File: src/rtl/status_semaphore_pkg.sv
package status_semaphore_pkg;
   // Access decoded for one cycle, shared by the decode and the lock core.
   typedef struct packed {
      logic rd_hit;   // accepted read of the status offset
      logic rd_miss;  // accepted read of another offset
      logic rel_hit;  // write to status offset with lock bit set
   } sem_access_t;
endpackage

File: src/rtl/sem_access_decode.sv
module sem_access_decode
   import status_semaphore_pkg::*;
#(
   parameter int               ADDR_W     = 4,
   parameter int               DATA_W     = 8,
   parameter int               LOCK_BIT   = 0,
   parameter logic [ADDR_W-1:0] STATUS_OFS = 8
) (
   input  logic              clk,
   input  logic              rst_n,
   input  logic [ADDR_W-1:0] addr,
   input  logic              rd_en,
   input  logic              wr_en,
   input  logic [DATA_W-1:0] wr_data,
   output sem_access_t       acc
);
   logic rd_seen_q;
   logic rd_accept;
   logic at_status;

   always_ff @(posedge clk) begin
      if (!rst_n) rd_seen_q <= 1'b0;
      else        rd_seen_q <= rd_en;
   end

   assign rd_accept   = rd_en && !rd_seen_q;
   assign at_status   = (addr == STATUS_OFS);

   always_comb begin
      acc.rd_hit  = rd_accept && at_status;
      acc.rd_miss = rd_accept && !at_status;
      acc.rel_hit = wr_en && at_status && wr_data[LOCK_BIT];
   end

   // a strobe held high is never accepted twice in a row
   a_r7_one_accept: assert property (@(posedge clk) disable iff (!rst_n)
      (acc.rd_hit || acc.rd_miss) |=> !(acc.rd_hit || acc.rd_miss));
endmodule

File: src/rtl/sem_lock_core.sv
module sem_lock_core
   import status_semaphore_pkg::*;
(
   input  logic        clk,
   input  logic        rst_n,
   input  sem_access_t acc,
   output logic        seen_free,  // lock value the current read observes
   output logic        lock_q
);
   // A same-cycle release is applied first, so the read observes a free lock.
   assign seen_free = !lock_q || acc.rel_hit;

   always_ff @(posedge clk) begin
      if (!rst_n)          lock_q <= 1'b0;
      else if (acc.rd_hit) lock_q <= 1'b1;
      else if (acc.rel_hit) lock_q <= 1'b0;
   end

   a_r2_free_read_takes: assert property (@(posedge clk) disable iff (!rst_n)
      (acc.rd_hit && !lock_q) |=> lock_q);
   a_r3_held_read_keeps: assert property (@(posedge clk) disable iff (!rst_n)
      (acc.rd_hit && lock_q) |=> lock_q);
   a_r4_release_frees: assert property (@(posedge clk) disable iff (!rst_n)
      (acc.rel_hit && !acc.rd_hit) |=> !lock_q);
   a_r5_no_spurious_change: assert property (@(posedge clk) disable iff (!rst_n)
      (!acc.rel_hit && !acc.rd_hit) |=> $stable(lock_q));
   a_r8_read_wins: assert property (@(posedge clk) disable iff (!rst_n)
      (acc.rel_hit && acc.rd_hit) |=> lock_q);
endmodule

File: src/rtl/sem_read_port.sv
module sem_read_port
   import status_semaphore_pkg::*;
#(
   parameter int DATA_W   = 8,
   parameter int LOCK_BIT = 0
) (
   input  logic              clk,
   input  logic              rst_n,
   input  sem_access_t       acc,
   input  logic              seen_free,
   output logic [DATA_W-1:0] rd_data,
   output logic              rd_valid
);
   logic [DATA_W-1:0] word_d;

   generate
      for (genvar b = 0; b < DATA_W; b++) begin : g_bit
         if (b == LOCK_BIT) begin : g_lock
            assign word_d[b] = acc.rd_hit && !seen_free;
         end else begin : g_zero
            assign word_d[b] = 1'b0;
         end
      end
   endgenerate

   always_ff @(posedge clk) begin
      if (!rst_n) begin
         rd_data  <= '0;
         rd_valid <= 1'b0;
      end else begin
         rd_valid <= acc.rd_hit || acc.rd_miss;
         if (acc.rd_hit || acc.rd_miss) rd_data <= word_d;
      end
   end

   a_r9_pad_bits_zero: assert property (@(posedge clk) disable iff (!rst_n)
      rd_valid |-> ($countones(rd_data) <= 1));
   a_r6_miss_reads_zero: assert property (@(posedge clk) disable iff (!rst_n)
      acc.rd_miss |=> (rd_data == '0));
endmodule

File: src/rtl/status_semaphore.sv
module status_semaphore
   import status_semaphore_pkg::*;
#(
   parameter int               ADDR_W     = 4,
   parameter int               DATA_W     = 8,
   parameter int               LOCK_BIT   = 0,
   parameter logic [ADDR_W-1:0] STATUS_OFS = 8
) (
   input  logic              clk,
   input  logic              rst_n,
   input  logic [ADDR_W-1:0] addr,
   input  logic              rd_en,
   input  logic              wr_en,
   input  logic [DATA_W-1:0] wr_data,
   output logic [DATA_W-1:0] rd_data,
   output logic              rd_valid,
   output logic              lock_held
);
   initial begin
      assert (DATA_W >= 1) else $error("DATA_W must be positive");
      assert (LOCK_BIT >= 0 && LOCK_BIT < DATA_W) else $error("LOCK_BIT outside word");
      assert (ADDR_W >= 1) else $error("ADDR_W must be positive");
   end

   sem_access_t acc;
   logic        seen_free;

   sem_access_decode #(
      .ADDR_W(ADDR_W), .DATA_W(DATA_W), .LOCK_BIT(LOCK_BIT), .STATUS_OFS(STATUS_OFS)
   ) i_decode (
      .clk(clk), .rst_n(rst_n), .addr(addr), .rd_en(rd_en),
      .wr_en(wr_en), .wr_data(wr_data), .acc(acc)
   );

   sem_lock_core i_core (
      .clk(clk), .rst_n(rst_n), .acc(acc), .seen_free(seen_free), .lock_q(lock_held)
   );

   sem_read_port #(.DATA_W(DATA_W), .LOCK_BIT(LOCK_BIT)) i_rport (
      .clk(clk), .rst_n(rst_n), .acc(acc), .seen_free(seen_free),
      .rd_data(rd_data), .rd_valid(rd_valid)
   );

   // valid is a single-cycle pulse while the strobe stays high
   a_r7_valid_pulse: assert property (@(posedge clk) disable iff (!rst_n)
      (rd_valid && rd_en) |=> !rd_valid);
endmodule

File: config.mk
export PLATFORM = sky130hd
export DESIGN_NAME = status_semaphore
export DESIGN_NICKNAME = d
export VERILOG_FILES = /design/src/rtl/status_semaphore_pkg.sv /design/src/rtl/sem_access_decode.sv /design/src/rtl/sem_lock_core.sv /design/src/rtl/sem_read_port.sv /design/src/rtl/status_semaphore.sv
export SDC_FILE = /design/constraint.sdc
export NUM_CORES = 1
export LEC_CHECK = 0
export BUFFER_PORTS_ARGS = -buffer_cell sky130_fd_sc_hd__buf_2
export CAP_MARGIN = 20
export CORE_AREA = 2 2 39 41
export CTS_BUF_LIST = sky130_fd_sc_hd__clkbuf_8
export DETAILED_ROUTE_END_ITERATION = 8
export DIE_AREA = 0 0 41 43
export PLACE_DENSITY = 0.45
export SLEW_MARGIN = 5
export SYNTH_ARGS = -nofsm -noshare
export SYNTH_HDL_FRONTEND = slang
export SYNTH_SLANG_ARGS = --single-unit
File: constraint.sdc
create_clock -name clk -period 1.35 [get_ports clk]
set_input_delay 0.2025 -clock clk [delete_from_list [all_inputs] [get_ports clk]]
set_output_delay 0.2025 -clock clk [all_outputs]
set_load 0.02 [all_outputs]
* Yosys cells after proc, flatten, opt, wreduce, memory -nomap -nowiden
Index checks and enable logic that the tools add are counted.
Storage, ports and cells: register bits after elaboration 4, input bits 16, output and inout port bits 10, word-level logic and storage cells 20
Cells by class: equal/unequal tests 1, muxes and demuxes 2, reductions and logical operators 13
Operators by type and width (count):
- 1-bit logical AND | 6
- 4-bit == test, second input constant | 1
- 1-bit logical NOT | 4
- 1-bit logical OR | 2
- 1-bit 2-to-1 mux | 2
- 2-bit nonzero test | 1

* Logic depth before layout (Yosys ltp)
Gate-level depths: netlist of run 1.
depth after elaboration 6, depth in mapped cells 3, mapped depth without buffers 3

* Hierarchy
Synthesis of run 1 repeated with hierarchy kept, for this count alone.
Unflattened totals: cells, all modules 24, area, all modules 251.5 um^2
Modules (own cells, without submodules):
- sem_read_port | instances 1, cells an instance 14, area each 130.1 um^2, sequential area each 40.0 um^2
- sem_access_decode | instances 1, cells an instance 6, area each 72.6 um^2, sequential area each 20.0 um^2
- sem_lock_core | instances 1, cells an instance 4, area each 48.8 um^2, sequential area each 20.0 um^2

* Least setup slack after synthesis of run 1
OpenSTA, ideal clock, no wires.
kind in2reg, start point input port addr[2], end point register i_core.lock_q, setup time 0.123 ns, arrival 1.002 ns, required time 1.227 ns, slack 0.226 ns, stages 3, path buffers 0, path through or4b_4 -> o211ai_2 -> o31ai_2
Between the ends: cells in the longest elaborated chain, start to end 4, elaborated cells on any way between the ends 6, those cells by class eq/ne: 1; mux: 1; reduce/logical: 4
RTL lines:
- start: declaration | line status_semaphore.sv:11 | input logic [ADDR_W-1:0] addr,
- 4-bit == test * | line sem_access_decode.sv:27 | assign at_status = (addr == STATUS_OFS);
- 1-bit logical AND (2 in a row) | line sem_access_decode.sv:32 | acc.rel_hit = wr_en && at_status && wr_data[LOCK_BIT];
- 2-bit nonzero test (no source line)
- end signal: assignment | line sem_lock_core.sv:14 | if (!rst_n) lock_q <= 1'b0;
- end signal: assignment | line sem_lock_core.sv:15 | else if (acc.rd_hit) lock_q <= 1'b1;
- end signal: assignment | line sem_lock_core.sv:16 | else if (acc.rel_hit) lock_q <= 1'b0;
- end: declaration | line sem_lock_core.sv:8 | output logic lock_q
Every way passes the cells marked *; elsewhere a longest branch is shown, timed or not. A chain may end at the register's enable or synchronous reset.

* Final worst setup path of run 1
Ends and elaborated chain as after synthesis.

==> results.md, run 1 <==
* Outcome: completed
* Antenna violations before repair at 0
* All-Layer GR Usage at 0.0552
* Post-synth top area share at 0.362
* Area grow syn2layout at 39.0%
* CP Capture Type: flip-flop
* First drt pass iteration count at 2
* Ys Warns at 0
* Max-Cap Viols at 0
* Pin count of the biggest net entering global routing at 6
* Cts hold-fix bufs at 0
* Critical path arrival at 1.14 ns
* DR WL/cell at 7.21 um
* Max Freq at 961 MHz
* Antenna diodes at 0
* Die Y at 43 um
* TritonCTS buffer count at 3
* CP max FO at 3
* Final Instance Count excl. Fillers at 52
* IO Port Bufs at 11
* Residual DRC at 0
* WL final at 375 um
* Core area at 1380 sq um
* Crit path launch type: input pin
* Worst path slowest cell: or4b_4
* Overflow after GRT at 0
* Fillers at 165
* Via density per instance at 3.38
* Die X at 41 um
* Synth area leaders: dfxtp_1 (36%), buf_4 (24%), o31ai_2 (11%)
* Vias at 176
* CTS tree: done
* Initial DRC Count at 1
* Mapped cell area at 221 sq um
* Initial core utilization at 0.160
* CP Buf/Inv Count at 1
* Clk slew on worst S/H paths at 0.03 ns
* Synth Register Bits at 4
* Layout cells sized above 1 at 0.500
* CTS Buffer Depth at 2
* DRT met1 WL at 146 um
* Final Skew at 0.000757 ns
* Pre-CTS setup slack at 0.0837 ns
* Final setup viols at 0
* P per Cell Area at 1350 nW/um^2
* Placed cell area at 267 sq um
* Synthesized area per cell at 9.63 sq um
* Final Max Slew Viols at 0
* CP top delay family: simple AND/OR/NAND/NOR gates
* Distinct cell type count after synthesis at 12
* Clock root buffer: clkbuf_8
* Setup bufs post-CTS at 0
* Cell total after placement at 49
* First-pass GRT wire length at 552 um
* DR WL met3 at 72 um
* Post-route clock period utilization at 0.771
* CP Class: input pin to flip-flop
* Hold crit path type: input pin to flip-flop
* I/O Pins at 26
* ANT nets after route at 0
* Highest routed layer: met3
* Reg2reg setup slack at 0.58 ns
* Met2 wire length at 156 um
* Row count at 14
* Final setup margin at 0.309 ns
* Die Area at 1760 sq um
* RSZ-0062 raised after global routing: no
* Layout Nets at 54
* Peak VDD IR at 429 uV
* Footprint of the multi-input gates at 108 sq um
* Clock Latency Late Sink at 0.21 ns
* Area leader, netlist: dfxtp_1
* Setup TNS Final at 0 ns
* Mapped Cells at 23
* H-tree depth at 1
* CP Cell Sequence: buf_2 -> or4b_4 -> o211ai_2 -> o31ai_2
* Lkg Pwr at 0.156 nW
* Number of gates resized after CTS at 0
* Placer congestion estimate at 0.558
* PnR Total Power at 417 uW
* Vias in the first global route at 137
* Clock Sinks at 4
* Storage cell area at 80.1 sq um
* Tmin final at 1.04 ns
* Seq/Total Area, Yosys at 0.362
* Worst endpoint required time at 1.45 ns
* CP max stage delay at 0.56 ns
* Final Hold Viols at 0
* Post-route cell area at 308 sq um
## final timing paths
check,from,endpoint,cells after the start
setup / recovery,addr[2],i_core.lock_q,4
hold / removal,rd_en,i_decode.rd_seen_q,2
setup reg to reg,i_decode.rd_seen_q,i_rport.rd_data[0],2
hold reg to reg,i_rport.rd_data[0],i_rport.rd_data[0],2
## per-layer routing
layer | vias to the layer above | global-route usage
met5 | - | 0
li1 | 89 | -
met3 | 0 | 0.0785
met2 | 13 | 0.0500
met4 | 0 | 0.0400
met1 | 74 | 0.0579
## cells in the mapped netlist
| cell | n |
|---|---|
| nor2_1 | 1 |
| o211ai_2 | 1 |
| nand2b_1 | 1 |
| and2_1 | 1 |
| inv_1 | 1 |
| conb_1 | 1 |
| or4b_4 | 1 |
| o31ai_2 | 2 |
| buf_4 | 7 |
| nand2_1 | 1 |
| dfxtp_1 | 4 |
| nand3_1 | 2 |
## through the flow
stage | hold slack (ns) | util
CTS | 0.205 | 0.222
finish | 0.210 | 0.222
global placement | 0.426 | 0.193
global route | 0.225 | 0.222
detailed placement | 0.428 | 0.193
floorplan | 0.324 | -
## cells by family (layout without fill, tap and decap cells)
| logic type | after synthesis | in the layout | synth area share |
|---|---|---|---|
| simple gates | 7 | 7 | 0.198 |
| flops | 4 | 4 | 0.362 |
| buf+inv | 8 | 15 | 0.254 |
| other cells | 1 | 7 | 0.0169 |
| compound gates | 3 | 3 | 0.169 |
## layout make-up
type / instances / share of cell area
Tap cell: 16 / 0.0650
Multi-Input combinational cell: 17 / 0.350
Inverter: 1 / 0.0122
Sequential cell: 4 / 0.260
Timing Repair Buffer: 11 / 0.179
Clock buffer: 3 / 0.134
## cell usage in the layout, fill, tap and decap left out, drive strengths merged
cell	count
conb	7
nand2	1
nor2	1
o211ai	1
and2	1
clkbuf	3
inv	1
nand3	2
dfxtp	4
buf	11
or4b	1
o31ai	2
nand2b	1
## sequential cells by signal, indices dropped and copies added (netlist names)
register and flops:
i_core.lock_q 1, i_decode.rd_seen_q 1, i_rport.rd_data 1, i_rport.rd_valid 1
## report_power, final
part / internal, mW / switching [mW] / total, mW
combinational: 0.0141 / 0.0318 / 0.0459
sequential: 0.123 / 0.000943 / 0.124
clock: 0.190 / 0.0574 / 0.247
## worst reg2reg max path, delay by kind of cell (launching register included)
| family | cells | cell delay (ns) |
|---|---|---|
| DFF | 1 | 0.28 |
| and+or+nand+nor | 1 | 0.19 |
| AOI/OAI and AO/OA | 1 | 0.22 |
Power figures use the tool's default switching activity.
==> run 2, diff against run 1 <==
- clock period: 1.35 -> 1 ns (I/O delays scaled with it)
==> run 2 against run 1 <==
  * Register-to-register slack got worse by 0.36 ns
  * Clock power grew 37%
  * Combinational power up 36%
  * Routed wire length increased by 4.8%
  * Die area is the same
  * Sequential share of layout area unchanged
  * Setup slack got worse by 0.26 ns
  * Power rose by 36%
  * Global-route usage increased by 0.70 points
  * Hold slack worse by 0.053 ns
  * Sequential power increased by 35%
  * Critical path type unchanged
  * Largest cell class unchanged
  * Highest routed layer is now met4
==> results.md, run 2 (synthesis results as in run 1) <==
* Via density per instance at 3.48
* Outcome: completed
* Lkg Pwr at 0.156 nW
* Die Y at 43 um
* Cts hold-fix bufs at 0
* Layout Nets at 54
* Crit path launch type: input pin
* Tmin final at 0.951 ns
* Residual DRC at 0
* I/O Pins at 26
* Clock Sinks at 4
* Vias at 181
* Worst endpoint required time at 1.10 ns
* Final setup viols at 0
* CTS Buffer Depth at 2
* Hold crit path type: input pin to flip-flop
* Peak VDD IR at 623 uV
* Overflow after GRT at 0
* First drt pass iteration count at 2
* DR WL/cell at 7.56 um
* IO Port Bufs at 11
* Number of gates resized after CTS at 0
* Setup bufs post-CTS at 0
* Row count at 14
* Area grow syn2layout at 39.0%
* Final Skew at 0.00103 ns
* Placed cell area at 267 sq um
* First-pass GRT wire length at 634 um
* Final Max Slew Viols at 0
* All-Layer GR Usage at 0.0622
* Post-route clock period utilization at 0.951
* TritonCTS buffer count at 3
* Antenna diodes at 0
* Die Area at 1760 sq um
* Initial core utilization at 0.160
* Pin count of the biggest net entering global routing at 6
* Die X at 41 um
* Core area at 1380 sq um
* CP Capture Type: flip-flop
* Max-Cap Viols at 0
* Placer congestion estimate at 0.733
* Clock root buffer: clkbuf_8
* Cell total after placement at 49
* CTS tree: done
* CP Class: input pin to flip-flop
* Final Instance Count excl. Fillers at 52
* Final Hold Viols at 0
* Vias in the first global route at 169
* ANT nets after route at 0
* Antenna violations before repair at 0
* Commonest non-fill, non-tap cell in the layout: buf_2
* RSZ-0062 raised after global routing: no
* Max Freq at 1050 MHz
* WL final at 393 um
* Clock Latency Late Sink at 0.22 ns
* Post-route cell area at 308 sq um
* Most frequent cells in the layout: buf_2 (11), conb_1 (7), dfxtp_1 (4)
* WHS at 0.157 ns
* Setup TNS Final at 0 ns
* Initial DRC Count at 4
* H-tree depth at 1
* Layout cells sized above 1 at 0.500
* Critical path arrival at 1.05 ns
* Clk slew on worst S/H paths at 0.03 ns
* CP max FO at 3
* P per Cell Area at 1850 nW/um^2
* Post-layout util at 0.222
run 2: cell counts in the layout (fill, tap and decap cells not counted):
Identical to the previous run, type by type.
run 2: where the power goes:
group	total, mW	internal [mW]	switching [mW]
Clock	0.338	0.256	0.0820
Combinational	0.0626	0.0190	0.0435
Sequential	0.167	0.166	0.00123
run 2: path summary, 6_finish.rpt:
path                       from            endpoint  slack (ns)  depth (start not counted)
max                     addr[2]       i_core.lock_q        0.05                          4
min                       rd_en  i_decode.rd_seen_q        0.16                          2
max reg2reg  i_decode.rd_seen_q  i_rport.rd_data[0]        0.22                          2
min reg2reg  i_rport.rd_data[0]  i_rport.rd_data[0]        0.48                          2
run 2: stage by stage:
stage               total power, mW  setup WS (ns)
floorplan                     0.230        -0.0478
global placement              0.232         -0.167
detailed placement            0.232         -0.181
CTS                           0.579         0.0521
global route                  0.607         0.0364
finish                        0.568         0.0487
run 2: metal layers:
metal  vias to the layer above  track usage  part of all wire
met1                        75       0.0547              0.36
met2                        14       0.0750              0.42
met5                         -            0                 0
met3                         3       0.0628              0.18
li1                         89            -                 -
met4                         0       0.0600             0.033
run 2: critical path: stages:
cell	delay [ns]
buf_2	0.10
or4b_4	0.56
o211ai_2	0.17
o31ai_2	0.08
run 2: cell type report:
class	count	area, sq um
Clock buffer	3	41.3
Inverter	1	3.75
Tap cell	16	20.0
Fill cell	157	1080
Multi-Input combinational cell	17	108
Sequential cell	4	80.1
Timing Repair Buffer	11	55.1
==> run 3, diff against run 2 <==
- PLACE_DENSITY: 0.45 -> 0.47
- SYNTH_HIERARCHICAL: default -> 1
==> run 3 against run 2 <==
  * Design area is 23% higher
  * Sequential share of layout area is 4.9 points lower
  * Cell count is 7.7% higher
  * Synthesized cell count is 4.3% higher
  * Largest power group unchanged
  * Global-route usage is 0.71 points lower
  * Synthesized area is 14% higher
  * Largest cell class unchanged
  * Highest routed layer is now met3
  * Hold slack better by 0.022 ns
  * Via count is 7.2% higher
==> results.md, run 3 <==
* Most frequent cell after synthesis: buf_4
* P per Cell Area at 1540 nW/um^2
* Post-synthesis async set-or-reset flop share at 0
* Ys Warns at 6
* Via density per instance at 3.46
* H-tree depth at 1
* Overflow after GRT at 0
* Antenna violations before repair at 0
* Clk pwr share at 0.580
* Residual DRC at 0
* Int Pwr at 455 uW
* Final Hold Viols at 0
* Fillers at 155
* Clock Sinks at 4
* Post-route cell area at 379 sq um
* CP Cell Sequence: and3b_2 -> nor2b_1 -> o21a_1
* CP max stage delay at 0.33 ns
* Area grow syn2layout at 50.7%
* Largest family of logic cells by synthesized area: simple AND/OR/NAND/NOR gates
* Most frequent cells in the layout: buf_2 (9), conb_1 (7), dfxtp_1 (4)
* Layout cells sized above 1 at 0.575
* Final setup margin at 0.0159 ns
* Synth Register Bits at 4
* CP max FO at 4
* Antenna diodes at 0
* Worst path slowest cell: dfxtp_1
* Max-Cap Viols at 0
* CP Capture Type: flip-flop
* Tmin final at 0.984 ns
* CP Class: flip-flop to flip-flop
* Most instantiated cells after synthesis: buf_4 (7), dfxtp_1 (4), o21a_1 (2)
* Mapped cell area at 251 sq um
* Initial DRC Count at 0
* Seq/Total Area, Yosys at 0.318
* Synth area leaders: dfxtp_1 (32%), buf_4 (21%), nor4b_4 (9.5%)
* Area leader, netlist: dfxtp_1
* Peak VDD IR at 425 uV
* IO Port Bufs at 11
* Vias at 194
* Mapped Cells at 24
* Vias in the first global route at 162
* Pin count of the biggest net entering global routing at 5
* Crit path launch type: flip-flop
* Sw power at 127 uW
* Post-synth top area share at 0.318
* Die X at 41 um
* Clock Latency Late Sink at 0.22 ns
* Post-synthesis adder-cell area fraction at 0
* I/O Pins at 26
* Cell total after placement at 51
* RSZ-0062 raised after global routing: yes
* Mux cell area share after synthesis at 0
* Synth Area in Simple Gates at 0.338
* Placed cell area at 304 sq um
* Power share of the combinational group at 0.130
* Clk slew on worst S/H paths at 0.03 ns
* Lkg Pwr at 0.187 nW
* Post-layout util at 0.274
* Outcome: completed
* Pre-CTS setup slack at -0.207 ns
* ANT nets after route at 0
* Worst endpoint required time at 1.11 ns
* All-Layer GR Usage at 0.0551
* Initial core utilization at 0.182
* First-pass GRT wire length at 614 um
* EDFF count, synth at 0
* Final Skew at 0.00421 ns
* Final setup viols at 0
* Sequential share of power at 0.290
* CTS tree: done
* Synth Area in XOR/XNOR at 0
* Die Y at 43 um
* Post-route clock period utilization at 0.984
* Hold crit path type: input pin to flip-flop
* Core area at 1380 sq um
* Layout Nets at 58
* Commonest non-fill, non-tap cell in the layout: buf_2
* Final Max Slew Viols at 0
* Distinct cell type count after synthesis at 14
* First drt pass iteration count at 1
* WL final at 453 um
* Max Freq at 1020 MHz
* WHS at 0.180 ns
* Placer congestion estimate at 0.491
* Final Instance Count excl. Fillers at 56
* Synth Flop Type: dfxtp_1
* Cts hold-fix bufs at 0
* CTS Buffer Depth at 2
* Synth Area in Compound Gates at 0.104
* TritonCTS buffer count at 3
* Sw frac at 0.219
* Critical path arrival at 1.09 ns
* Die Area at 1760 sq um
* Synthesized area per cell at 10.5 sq um
* Row count at 14
* DR WL/cell at 8.09 um
* Clock root buffer: clkbuf_8
* Hpwl dp at 335 um
run 3: power groups by stage:
stage	Combinational [mW]	Clock, mW	Sequential, mW
4_1_cts	0.0669	0.348	0.168
6_report	0.0758	0.338	0.169
5_1_grt	0.0810	0.357	0.170
3_5_place_dp	0.0666	0	0.171
3_3_place_gp	0.0664	0	0.170
2_1_floorplan	0.0584	0	0.174
run 3: cells by family after synthesis:
kind of cell           after synthesis
and+or+nand+nor                      8
buffers and inverters                8
DFF                                  4
AOI/OAI and AO/OA                    3
other                                1
run 3: final cells by class:
type	instances	area (sq um)	share of cell area
inverters	1	3.75	0.00990
repair buffers	14	90.1	0.238
clock buffers	3	41.3	0.109
flip-flops and latches	4	80.1	0.211
multi-input cells	18	144	0.380
well taps	16	20.0	0.0528
run 3: critical path: cells and delay by family (launching register included):
kind / cells / cell delay (ns)
AND/OR/NAND/NOR: 2 / 0.37
flip-flops: 1 / 0.33
AO/OA/AOI/OAI: 1 / 0.17
run 3: worst paths after layout:
check                                        start            endpoint  slack (ns)  cells past startpoint
worst max-delay path            i_decode/rd_seen_q  i_rport/rd_data[0]        0.02                      3
worst min-delay path                         rd_en  i_decode/rd_seen_q        0.18                      2
worst max register to register  i_decode/rd_seen_q  i_rport/rd_data[0]        0.02                      3
worst min register to register       i_core/lock_q       i_core/lock_q        0.58                      3
run 3: repair_timing:
| item | 4_1_cts | 5_1_grt |
|---|---|---|
| resized for setup | 0 | 4 |
| endpoints found under the setup margin | 0 | 1 |
| hold endpoints to repair | 0 | 0 |
| buffers inserted | 0 | 2 |
run 3: layer usage:
layer	wire length [um]	up-vias	global-route usage
li1	-	97	-
met1	159	89	0.0415
met2	251	8	0.0938
met3	41	0	0.0314
met4	0	0	0.0400
met5	0	-	0
run 3: through the flow:
step	power [mW]	TNS [ns]
floorplan	0.233	-0.0137
global placement	0.237	-0.403
detailed placement	0.237	-0.413
CTS	0.583	0
global route	0.607	-0.0375
finish	0.582	0
